### config.mk
export PLATFORM = sky130hd
export DESIGN_NAME = xpt_io_cell
export DESIGN_NICKNAME = d
export VERILOG_FILES = /design/src/rtl/xpt_cell_pkg.sv /design/src/rtl/xpt_leg_fuse.sv /design/src/rtl/xpt_gray_mux.sv /design/src/rtl/xpt_ctl_route.sv /design/src/rtl/xpt_store.sv /design/src/rtl/xpt_io_cell.sv
export SDC_FILE = /design/constraint.sdc
export NUM_CORES = 1
export LEC_CHECK = 0
export BUFFER_PORTS_ARGS = -buffer_cell sky130_fd_sc_hd__buf_4
export CAP_MARGIN = 10
export CELL_PAD_IN_SITES_DETAIL_PLACEMENT = 0
export CELL_PAD_IN_SITES_GLOBAL_PLACEMENT = 2
export CORE_MARGIN = 4
export CORE_UTILIZATION = 15
export CTS_CLUSTER_DIAMETER = 80
export DETAILED_ROUTE_END_ITERATION = 6
export GPL_TIMING_DRIVEN = 0
export MAX_ROUTING_LAYER = met4
export PLACE_DENSITY_LB_ADDON = 0.12
export SYNTH_ARGS = -nofsm -noshare
export SYNTH_HDL_FRONTEND = slang
export SYNTH_HIERARCHICAL = 1
export SYNTH_SLANG_ARGS = --single-unit
### constraint.sdc
create_clock -name clk -period 3.6 [get_ports clk]
set_input_delay 0.72 -clock clk [delete_from_list [all_inputs] [get_ports clk]]
set_output_delay 0.72 -clock clk [all_outputs]
set_load 0.01 [all_outputs]
### src/rtl/xpt_cell_pkg.sv
`timescale 1ns/1ps
// Package: shared constants and helpers for the crosspoint I/O cell.
// Assumes a fixed four-leg multiplexer with a two-bit select.
package xpt_cell_pkg;
    localparam int SEL_W  = 2;
    localparam int N_LEGS = 1 << SEL_W;

    // Gray-coded select to leg index: 00->0, 01->1, 11->2, 10->3.
    function automatic logic [SEL_W-1:0] gray_to_leg(input logic [SEL_W-1:0] g);
        logic [SEL_W-1:0] b;
        b[SEL_W-1] = g[SEL_W-1];
        for (int k = SEL_W - 2; k >= 0; k--) begin
            b[k] = b[k+1] ^ g[k];
        end
        return b;
    endfunction
endpackage

### src/rtl/xpt_leg_fuse.sv
`timescale 1ns/1ps
// Module: per-leg fuse selection between a direct input and a neighbour
// multiplexer output. Assumes fuses are static configuration.
module xpt_leg_fuse
    import xpt_cell_pkg::*;
#(
    parameter int DATA_W = 1
) (
    input  logic [N_LEGS*DATA_W-1:0] direct_in,
    input  logic [N_LEGS*DATA_W-1:0] exp_in,
    input  logic [N_LEGS-1:0]        exp_en,
    output logic [N_LEGS*DATA_W-1:0] leg_out
);
    for (genvar i = 0; i < N_LEGS; i++) begin : g_leg
        // Pick the neighbour input for this leg when its fuse is set.
        always_comb begin
            leg_out[i*DATA_W +: DATA_W] = exp_en[i] ? exp_in[i*DATA_W +: DATA_W]
                                                    : direct_in[i*DATA_W +: DATA_W];
        end
    end
endmodule

### src/rtl/xpt_gray_mux.sv
`timescale 1ns/1ps
// Module: four-way data multiplexer with Gray-coded select.
// Assumes legs are packed with leg 0 in the low slice.
module xpt_gray_mux
    import xpt_cell_pkg::*;
#(
    parameter int DATA_W = 1
) (
    input  logic [SEL_W-1:0]         sel,
    input  logic [N_LEGS*DATA_W-1:0] legs,
    output logic [DATA_W-1:0]        y
);
    logic [SEL_W-1:0] leg_idx;

    // Translate the Gray select to a leg index.
    always_comb leg_idx = gray_to_leg(sel);

    // Route the chosen leg to the output.
    always_comb y = legs[leg_idx*DATA_W +: DATA_W];
endmodule

### src/rtl/xpt_ctl_route.sv
`timescale 1ns/1ps
// Module: source and polarity selection for the storage clock and enable.
// Assumes all select and polarity bits are static.
module xpt_ctl_route (
    input  logic io_clk,
    input  logic gclk,
    input  logic clk_sel_glb,
    input  logic clk_inv,
    input  logic io_ce,
    input  logic gce,
    input  logic ce_sel_glb,
    input  logic ce_inv,
    output logic eff_clk,
    output logic eff_ce
);
    // Effective clock: chosen source, then polarity.
    always_comb eff_clk = (clk_sel_glb ? gclk : io_clk) ^ clk_inv;

    // Effective enable: chosen source, then polarity.
    always_comb eff_ce = (ce_sel_glb ? gce : io_ce) ^ ce_inv;
endmodule

### src/rtl/xpt_store.sv
`timescale 1ns/1ps
// Module: storage element acting as an edge register or a transparent
// latch. The effective clock is sampled by clk; it must hold each level
// for at least one clk cycle. Reset is synchronous, active low.
module xpt_store #(
    parameter int DATA_W = 1
) (
    input  logic              clk,
    input  logic              rst_n,
    input  logic              latch_mode,
    input  logic              eff_clk,
    input  logic              eff_ce,
    input  logic [DATA_W-1:0] d,
    output logic [DATA_W-1:0] q
);
    logic eclk_q;
    logic rise;
    logic load;

    // Detect the sampled rising edge of the effective clock.
    always_comb rise = eff_clk & ~eclk_q;

    // Load when enabled: on the edge in register mode, on the level as a latch.
    always_comb load = eff_ce & (latch_mode ? eff_clk : rise);

    // Hold the clock history and the stored data.
    always_ff @(posedge clk) begin
        if (!rst_n) begin
            eclk_q <= 1'b0;
            q      <= '0;
        end else begin
            eclk_q <= eff_clk;
            if (load) q <= d;
        end
    end

    // without a fresh edge the register keeps its value.
    p_reg_hold_r3: assert property (@(posedge clk) disable iff (!rst_n)
        (!latch_mode && !(eff_clk && !eclk_q)) |=> $stable(q));

    // an open, enabled latch passes the data one clk later.
    p_latch_pass_r4: assert property (@(posedge clk) disable iff (!rst_n)
        (latch_mode && eff_clk && eff_ce) |=> (q == $past(d)));

    // a deasserted enable blocks every load.
    p_ce_block_r6: assert property (@(posedge clk) disable iff (!rst_n)
        (!eff_ce) |=> $stable(q));

    // reset clears the storage.
    p_reset_clear_r11: assert property (@(posedge clk)
        (!rst_n) |=> (q == '0));
endmodule

### src/rtl/xpt_io_cell.sv
`timescale 1ns/1ps
// Module: top of one crosspoint I/O cell. Fused legs feed a Gray-select
// multiplexer; a storage element sits on the output path (A) or the input
// path (B), or is bypassed; the cell output has programmable polarity.
// Assumes configuration inputs are static during operation.
module xpt_io_cell
    import xpt_cell_pkg::*;
#(
    parameter int DATA_W = 1
) (
    input  logic                     clk,
    input  logic                     rst_n,
    input  logic [SEL_W-1:0]         sel,
    input  logic [N_LEGS*DATA_W-1:0] direct_in,
    input  logic [N_LEGS*DATA_W-1:0] exp_in,
    input  logic [N_LEGS-1:0]        exp_en,
    input  logic [DATA_W-1:0]        pad_in,
    input  logic                     io_clk,
    input  logic                     gclk,
    input  logic                     clk_sel_glb,
    input  logic                     clk_inv,
    input  logic                     io_ce,
    input  logic                     gce,
    input  logic                     ce_sel_glb,
    input  logic                     ce_inv,
    input  logic                     store_latch,
    input  logic                     path_in,
    input  logic                     comb_mode,
    input  logic                     out_inv,
    output logic [DATA_W-1:0]        mux_out,
    output logic [DATA_W-1:0]        cell_out,
    output logic [DATA_W-1:0]        grp_out
);
    logic [N_LEGS*DATA_W-1:0] legs;
    logic                     eff_clk;
    logic                     eff_ce;
    logic [DATA_W-1:0]        store_d;
    logic [DATA_W-1:0]        store_q;
    logic [DATA_W-1:0]        cell_pre;

    xpt_leg_fuse #(.DATA_W(DATA_W)) u_fuse (
        .direct_in (direct_in),
        .exp_in    (exp_in),
        .exp_en    (exp_en),
        .leg_out   (legs)
    );

    xpt_gray_mux #(.DATA_W(DATA_W)) u_mux (
        .sel  (sel),
        .legs (legs),
        .y    (mux_out)
    );

    xpt_ctl_route u_ctl (
        .io_clk      (io_clk),
        .gclk        (gclk),
        .clk_sel_glb (clk_sel_glb),
        .clk_inv     (clk_inv),
        .io_ce       (io_ce),
        .gce         (gce),
        .ce_sel_glb  (ce_sel_glb),
        .ce_inv      (ce_inv),
        .eff_clk     (eff_clk),
        .eff_ce      (eff_ce)
    );

    // Feed the storage from the multiplexer on path A, from the pad on path B.
    always_comb store_d = path_in ? pad_in : mux_out;

    xpt_store #(.DATA_W(DATA_W)) u_store (
        .clk        (clk),
        .rst_n      (rst_n),
        .latch_mode (store_latch),
        .eff_clk    (eff_clk),
        .eff_ce     (eff_ce),
        .d          (store_d),
        .q          (store_q)
    );

    // Pad-side value before polarity: storage only on path A without bypass.
    always_comb cell_pre = (!path_in && !comb_mode) ? store_q : mux_out;

    // Apply the output polarity.
    always_comb cell_out = cell_pre ^ {DATA_W{out_inv}};

    // Fabric-side value: storage only on path B without bypass.
    always_comb grp_out = (path_in && !comb_mode) ? store_q : pad_in;

    // select 11 with no fuses shows direct leg C, not leg D.
    p_gray_leg_c_r1: assert property (@(posedge clk) disable iff (!rst_n)
        (sel == 2'b11 && exp_en == '0) |-> (mux_out == direct_in[2*DATA_W +: DATA_W]));

    // a fused leg A shows the neighbour at offset -2.
    p_fuse_leg_a_r2: assert property (@(posedge clk) disable iff (!rst_n)
        (sel == 2'b00 && exp_en[0]) |-> (mux_out == exp_in[0 +: DATA_W]));

    // on path A the fabric side sees the pad directly.
    p_grp_pad_r7: assert property (@(posedge clk) disable iff (!rst_n)
        (!path_in) |-> (grp_out == pad_in));

    // on path B the cell output follows the multiplexer.
    p_pathb_cell_r8: assert property (@(posedge clk) disable iff (!rst_n)
        (path_in) |-> (cell_out == (mux_out ^ {DATA_W{out_inv}})));

    // bypass on path A bypasses the storage.
    p_comb_bypass_r9: assert property (@(posedge clk) disable iff (!rst_n)
        (comb_mode && !path_in) |-> (cell_out == (mux_out ^ {DATA_W{out_inv}})));
endmodule

* Word level (Yosys, flattened, before mapping)
Index checks and enable logic that the tools add are counted.
** Storage, ports and cells
- Output and inout port bits :: 3
- Word-level logic and storage cells :: 24
- Register bits after elaboration :: 2
- Bits of input ports :: 29
** Operators by class
- Multiplexer cells :: 10
- Shift-type cells :: 1
- Reductions and logical operators :: 4
- Bitwise logic cells :: 7
** Operators by type and width (count)
- 1-bit two-way mux :: 10
- 4-bit by 3-bit variable part select with 1-bit output :: 1
- 1-bit bitwise XOR :: 4
- 1-bit AND :: 2
- 1-bit logical AND :: 2
- 1-bit zero test :: 2
- 1-bit NOT :: 1

* Logic depth before layout (Yosys ltp)
- Depth after elaboration :: 5
- Mapped depth :: 5
- Mapped depth without buffers :: 5

* By module
The synthesis kept the hierarchy.
** Modules (own cells, without submodules)
- xpt_store :: cells an instance 8, area an instance 80.1 sq um, sequential area each 40.0 sq um, instances 1
- xpt_leg_fuse :: cells an instance 4, area an instance 60.1 sq um, sequential area each 0.0 sq um, instances 1
- xpt_io_cell :: cells an instance 6, area an instance 51.3 sq um, sequential area each 0.0 sq um, instances 1
- xpt_ctl_route :: cells an instance 4, area an instance 37.5 sq um, sequential area each 0.0 sq um, instances 1
- xpt_gray_mux :: cells an instance 1, area an instance 22.5 sq um, sequential area each 0.0 sq um, instances 1

* Worst setup path before layout
Ideal clock, no wire load.
- Path kind :: input -> output
- Start point :: input port exp_en[2]
- End point :: output port cell_out
- Data required time :: 2.880 ns
- Arrival :: 1.867 ns
- Path slack :: 1.013 ns
- Stages on the path :: 4
- Path buffers :: 0
- Cell sequence :: mux2_4 -> mux4_2 -> mux2i_1 -> xnor2_1
** Between the ends
- Word-level cells in the longest chain between the ends :: 4
** RTL lines
- from (decl) :: line xpt_io_cell.sv:16 : input logic [N_LEGS-1:0] exp_en,
- 1-bit two-way mux :: line xpt_leg_fuse.sv:17 : leg_out[i*DATA_W +: DATA_W] = exp_en[i] ? exp_in[i*DATA_W +: DATA_W]
- 4-bit by 3-bit variable part select with 1-bit output :: line xpt_gray_mux.sv:19 : always_comb y = legs[leg_idx*DATA_W +: DATA_W];
- net mux_out :: line xpt_io_cell.sv:30 : output logic [DATA_W-1:0] mux_out,
- 1-bit two-way mux :: line xpt_io_cell.sv:81 : always_comb cell_pre = (!path_in && !comb_mode) ? store_q : mux_out;
- 1-bit bitwise XOR :: line xpt_io_cell.sv:84 : always_comb cell_out = cell_pre ^ {DATA_W{out_inv}};
- to (decl) :: line xpt_io_cell.sv:31 : output logic [DATA_W-1:0] cell_out,
The timed path passes the listed nets, and every way through them passes these cells.

* Worst setup path in the final report
- Start point :: input port exp_en[2]
- End point :: output port cell_out
** Between the ends
- Word-level cells in the longest chain between the ends :: 4
** RTL lines
- 1-bit two-way mux :: line xpt_leg_fuse.sv:17
- net legs[2] :: line xpt_io_cell.sv:34 : logic [N_LEGS*DATA_W-1:0] legs;
- 4-bit by 3-bit variable part select with 1-bit output :: line xpt_gray_mux.sv:19
- 1-bit two-way mux :: line xpt_io_cell.sv:81
- 1-bit bitwise XOR :: line xpt_io_cell.sv:84
The timed path passes the listed nets, and every way through them passes these cells.

==> summary.md <==
| Metric | Value |
|---|---|
| Die Wd | a little under 50 um |
| Max Fclk | roughly 0.36 GHz |
| Core Area | between 0.0015 and 0.002 mm^2 |
| Internal | approximately 0.10 mW |
| Syn Area/Cell | 10.9 um^2 |
| Synth Area in Simple Gates | a little under a tenth |
| Final Skew | 0.000319 ns |
| Post-synthesis register bit count | 2 |
| Post-Synthesis Cells | 23 |
| Clk network pwr share | between 30% and 40% |
| H-Tree Depth | 1 |
| Crit Path Class | primary input to output port |
| VDD IR max | around 0.12 mV |
| CP Data Arrival Time | approximately 2.1 ns |
| Hold Vio Cnt, Final | 0 |
| Sequential element share of the synthesized area | approximately 16% |
| Final Wtd Congestion | a little over 0.6 |
| Fraction of layout cells with a size suffix above 1 | roughly three quarters |
| Crit-path max FO | 3 |
| # nets final | between 80 and 90 |
| WL/cell | 9.49 um |
| Clock root buffer | clkbuf_4 |
| DIE AREA | 0.00240 mm^2 |
| First-pass GRT wire length | about 1200 um |
| Global Route Usage Sum | between 6 and 7% |
| Final setup fails | 0 |
| P_leak | 0.273 nW |
| Max Cap Viol | 0 |
| Starting density of the core | 16.3% |
| Switching part of the total | approximately a quarter |
| Post-route minimum period | around 2.8 ns |
| Drt pass-1 iters | 1 |
| Via count | about 290 |
| Reg power frac | a little under a fifth |
| Largest family of logic cells by synthesized area | multiplexers |
| Yosys cell types | 12 |
| Num ports | 32 |
| Relative slew slack | roughly 87% |
| XOR/XNOR share of the synthesized area | a little over a tenth |
| Routed wire length | just under 700 um |
| Hold Slack | 0.476 ns |
| Synth Area in Adders | 0% |
| Critical path startpoint category | primary input |
| Area contributors post-synth | mux2_4 (24%), dfxtp_1 (16%), mux2i_1 (16%) |
| Std cell rows | 14 |
| DR iter-0 viols | 0 |
| Port Buffers | 31 |
| Slew Limit Fails | 0 |
| Clk slew on worst S/H paths | around 0.03 ns |
| Pwr/cell area | between 200 and 300 mW/mm^2 |
| RSZ-0062 raised after global routing | no |
| Syn_nets | 52 |
| Fin crit share | 77.8% |
| Top-area cell type share of the netlist area | 23.9% |
| Final Util | 34.2% |
| CTS Hold Bufs | 0 |
| Net Sw Power | 0.0317 mW |
| Placed Cells | 70 |
| Design Area, Final | ~530 um^2 |
| DP HPWL | around 650 um |
| Setup TNS | 0 ns |
| Antenna diodes | 0 |
| Worst-Margin Slew | approximately 0.19 ns |
| Placed Area | 504 um^2 |
| Total grt overflow | 0 |
| Hold crit path type | flip-flop to flip-flop |
| Synth Warn # | 6 |
| CTS max path bufs | 2 |
| ANT nets after route | 0 |
| Largest net degree at the start of global routing | 4 |
| Mux contribution to synthesized area | a little under 60% |
| Synth Area in Compound Gates | roughly 5.0% |
| Critical Path RT | roughly 2.9 ns |
| Status | complete, no violations |
| Final std cells w/o fill | 73 |
| Antenna violations before repair | 0 |
| CP Capture Type | output port |
| Post-CTS Setup Bufs | 0 |
| CTS tree | done |
| Clk sinks | 2 |
| Synth area leader | mux2_4 |
| DRC viols | 0 |
| Area delta synth->final | 109% |
| DIE HEIGHT | 48.9 um |
| PostCTS Resize Cnt | 0 |
| Vias/cell | between 4 and 5 |
| Num CTS Buffers | 3 |
| Netlist Area Pre-Place | roughly 250 um^2 |
| Clock Latency Late Sink | 0.22 ns |
| Vias in the first global route | between 300 and 400 |
| Gate power share | 44.6% |
[layer usage]
layer | up-vias | GRT usage [%] | wire length, um
met4 | 0 | 2.69 | 0
met1 | 119 | 7.10 | 260
li1 | 152 | - | -
met5 | - | - | 0
met3 | 0 | 2.75 | 89
met2 | 22 | 10.0 | 342
[sequential cells by signal, indices dropped and copies added (netlist names)]
name / cells
u_store/q: 1
u_store/eclk_q: 1
[synth_stat cells]
cell	instances
o211ai_2	1
and2_1	1
mux2_2	2
mux2_4	4
mux4_2	1
nand2_1	2
inv_1	1
nor2_1	1
nor2b_1	1
dfxtp_1	2
xnor2_1	3
mux2i_1	4
[critical path, stage by stage]
cell     delay (ns)
buf_4          0.11
mux2_4         0.28
mux4_2         0.50
mux2i_1        0.19
xnor2_1        0.14
buf_4          0.14
[logic make-up after synthesis]
| kind of cell | count (synthesis) |
|---|---|
| xor gates and xnor gates | 3 |
| and+or+nand+nor | 5 |
| muxes | 11 |
| DFF | 2 |
| buffers and inverters | 1 |
| AOI/OAI and AO/OA | 1 |
[through the flow]
stage	power [mW]	setup slack, ns
floorplan	0.0523	1.01
global placement	0.0856	0.827
detailed placement	0.0868	0.781
CTS	0.140	0.781
global route	0.148	0.732
finish	0.135	0.799
[layout make-up]
cell class	instances	area (um^2)
Fill cell	157	1010
Timing Repair Buffer	31	233
Multi-Input combinational cell	20	208
Sequential cell	2	40.0
Clock buffer	3	22.5
Tap cell	16	20.0
Inverter	1	3.75
[power by group through the flow]
stage,combinational (mW),clock (mW),sequential (mW)
2_1_floorplan,0.0268,0,0.0255
3_3_place_gp,0.0598,0,0.0258
3_5_place_dp,0.0610,0,0.0258
4_1_cts,0.0611,0.0529,0.0255
5_1_grt,0.0654,0.0569,0.0258
6_report,0.0601,0.0493,0.0254
[cells in the final DEF, fill, tap and decap left out]
cell,netlist,final
xnor2_1,3,3
mux2_2,2,2
nor2b_1,1,1
o211ai_2,1,1
mux4_2,1,1
mux2i_1,4,4
clkbuf_4,0,3
nor2_1,1,1
mux2_4,4,4
inv_1,1,1
nand2_1,2,2
dfxtp_1,2,2
buf_4,0,31
and2_1,1,1
[final timing paths]
check                           slack [ns]                      start                endpoint  depth (start not counted)
worst max register to register        2.85  u_store/eclk_q$_SDFF_PN0_  u_store/q$_SDFFE_PN0P_                          3
worst max-delay path                  0.80                  exp_en[2]                cell_out                          6
worst min register to register        0.48     u_store/q$_SDFFE_PN0P_  u_store/q$_SDFFE_PN0P_                          2
worst min-delay path                  0.48     u_store/q$_SDFFE_PN0P_  u_store/q$_SDFFE_PN0P_                          2
(Power assumes the default switching activity.)
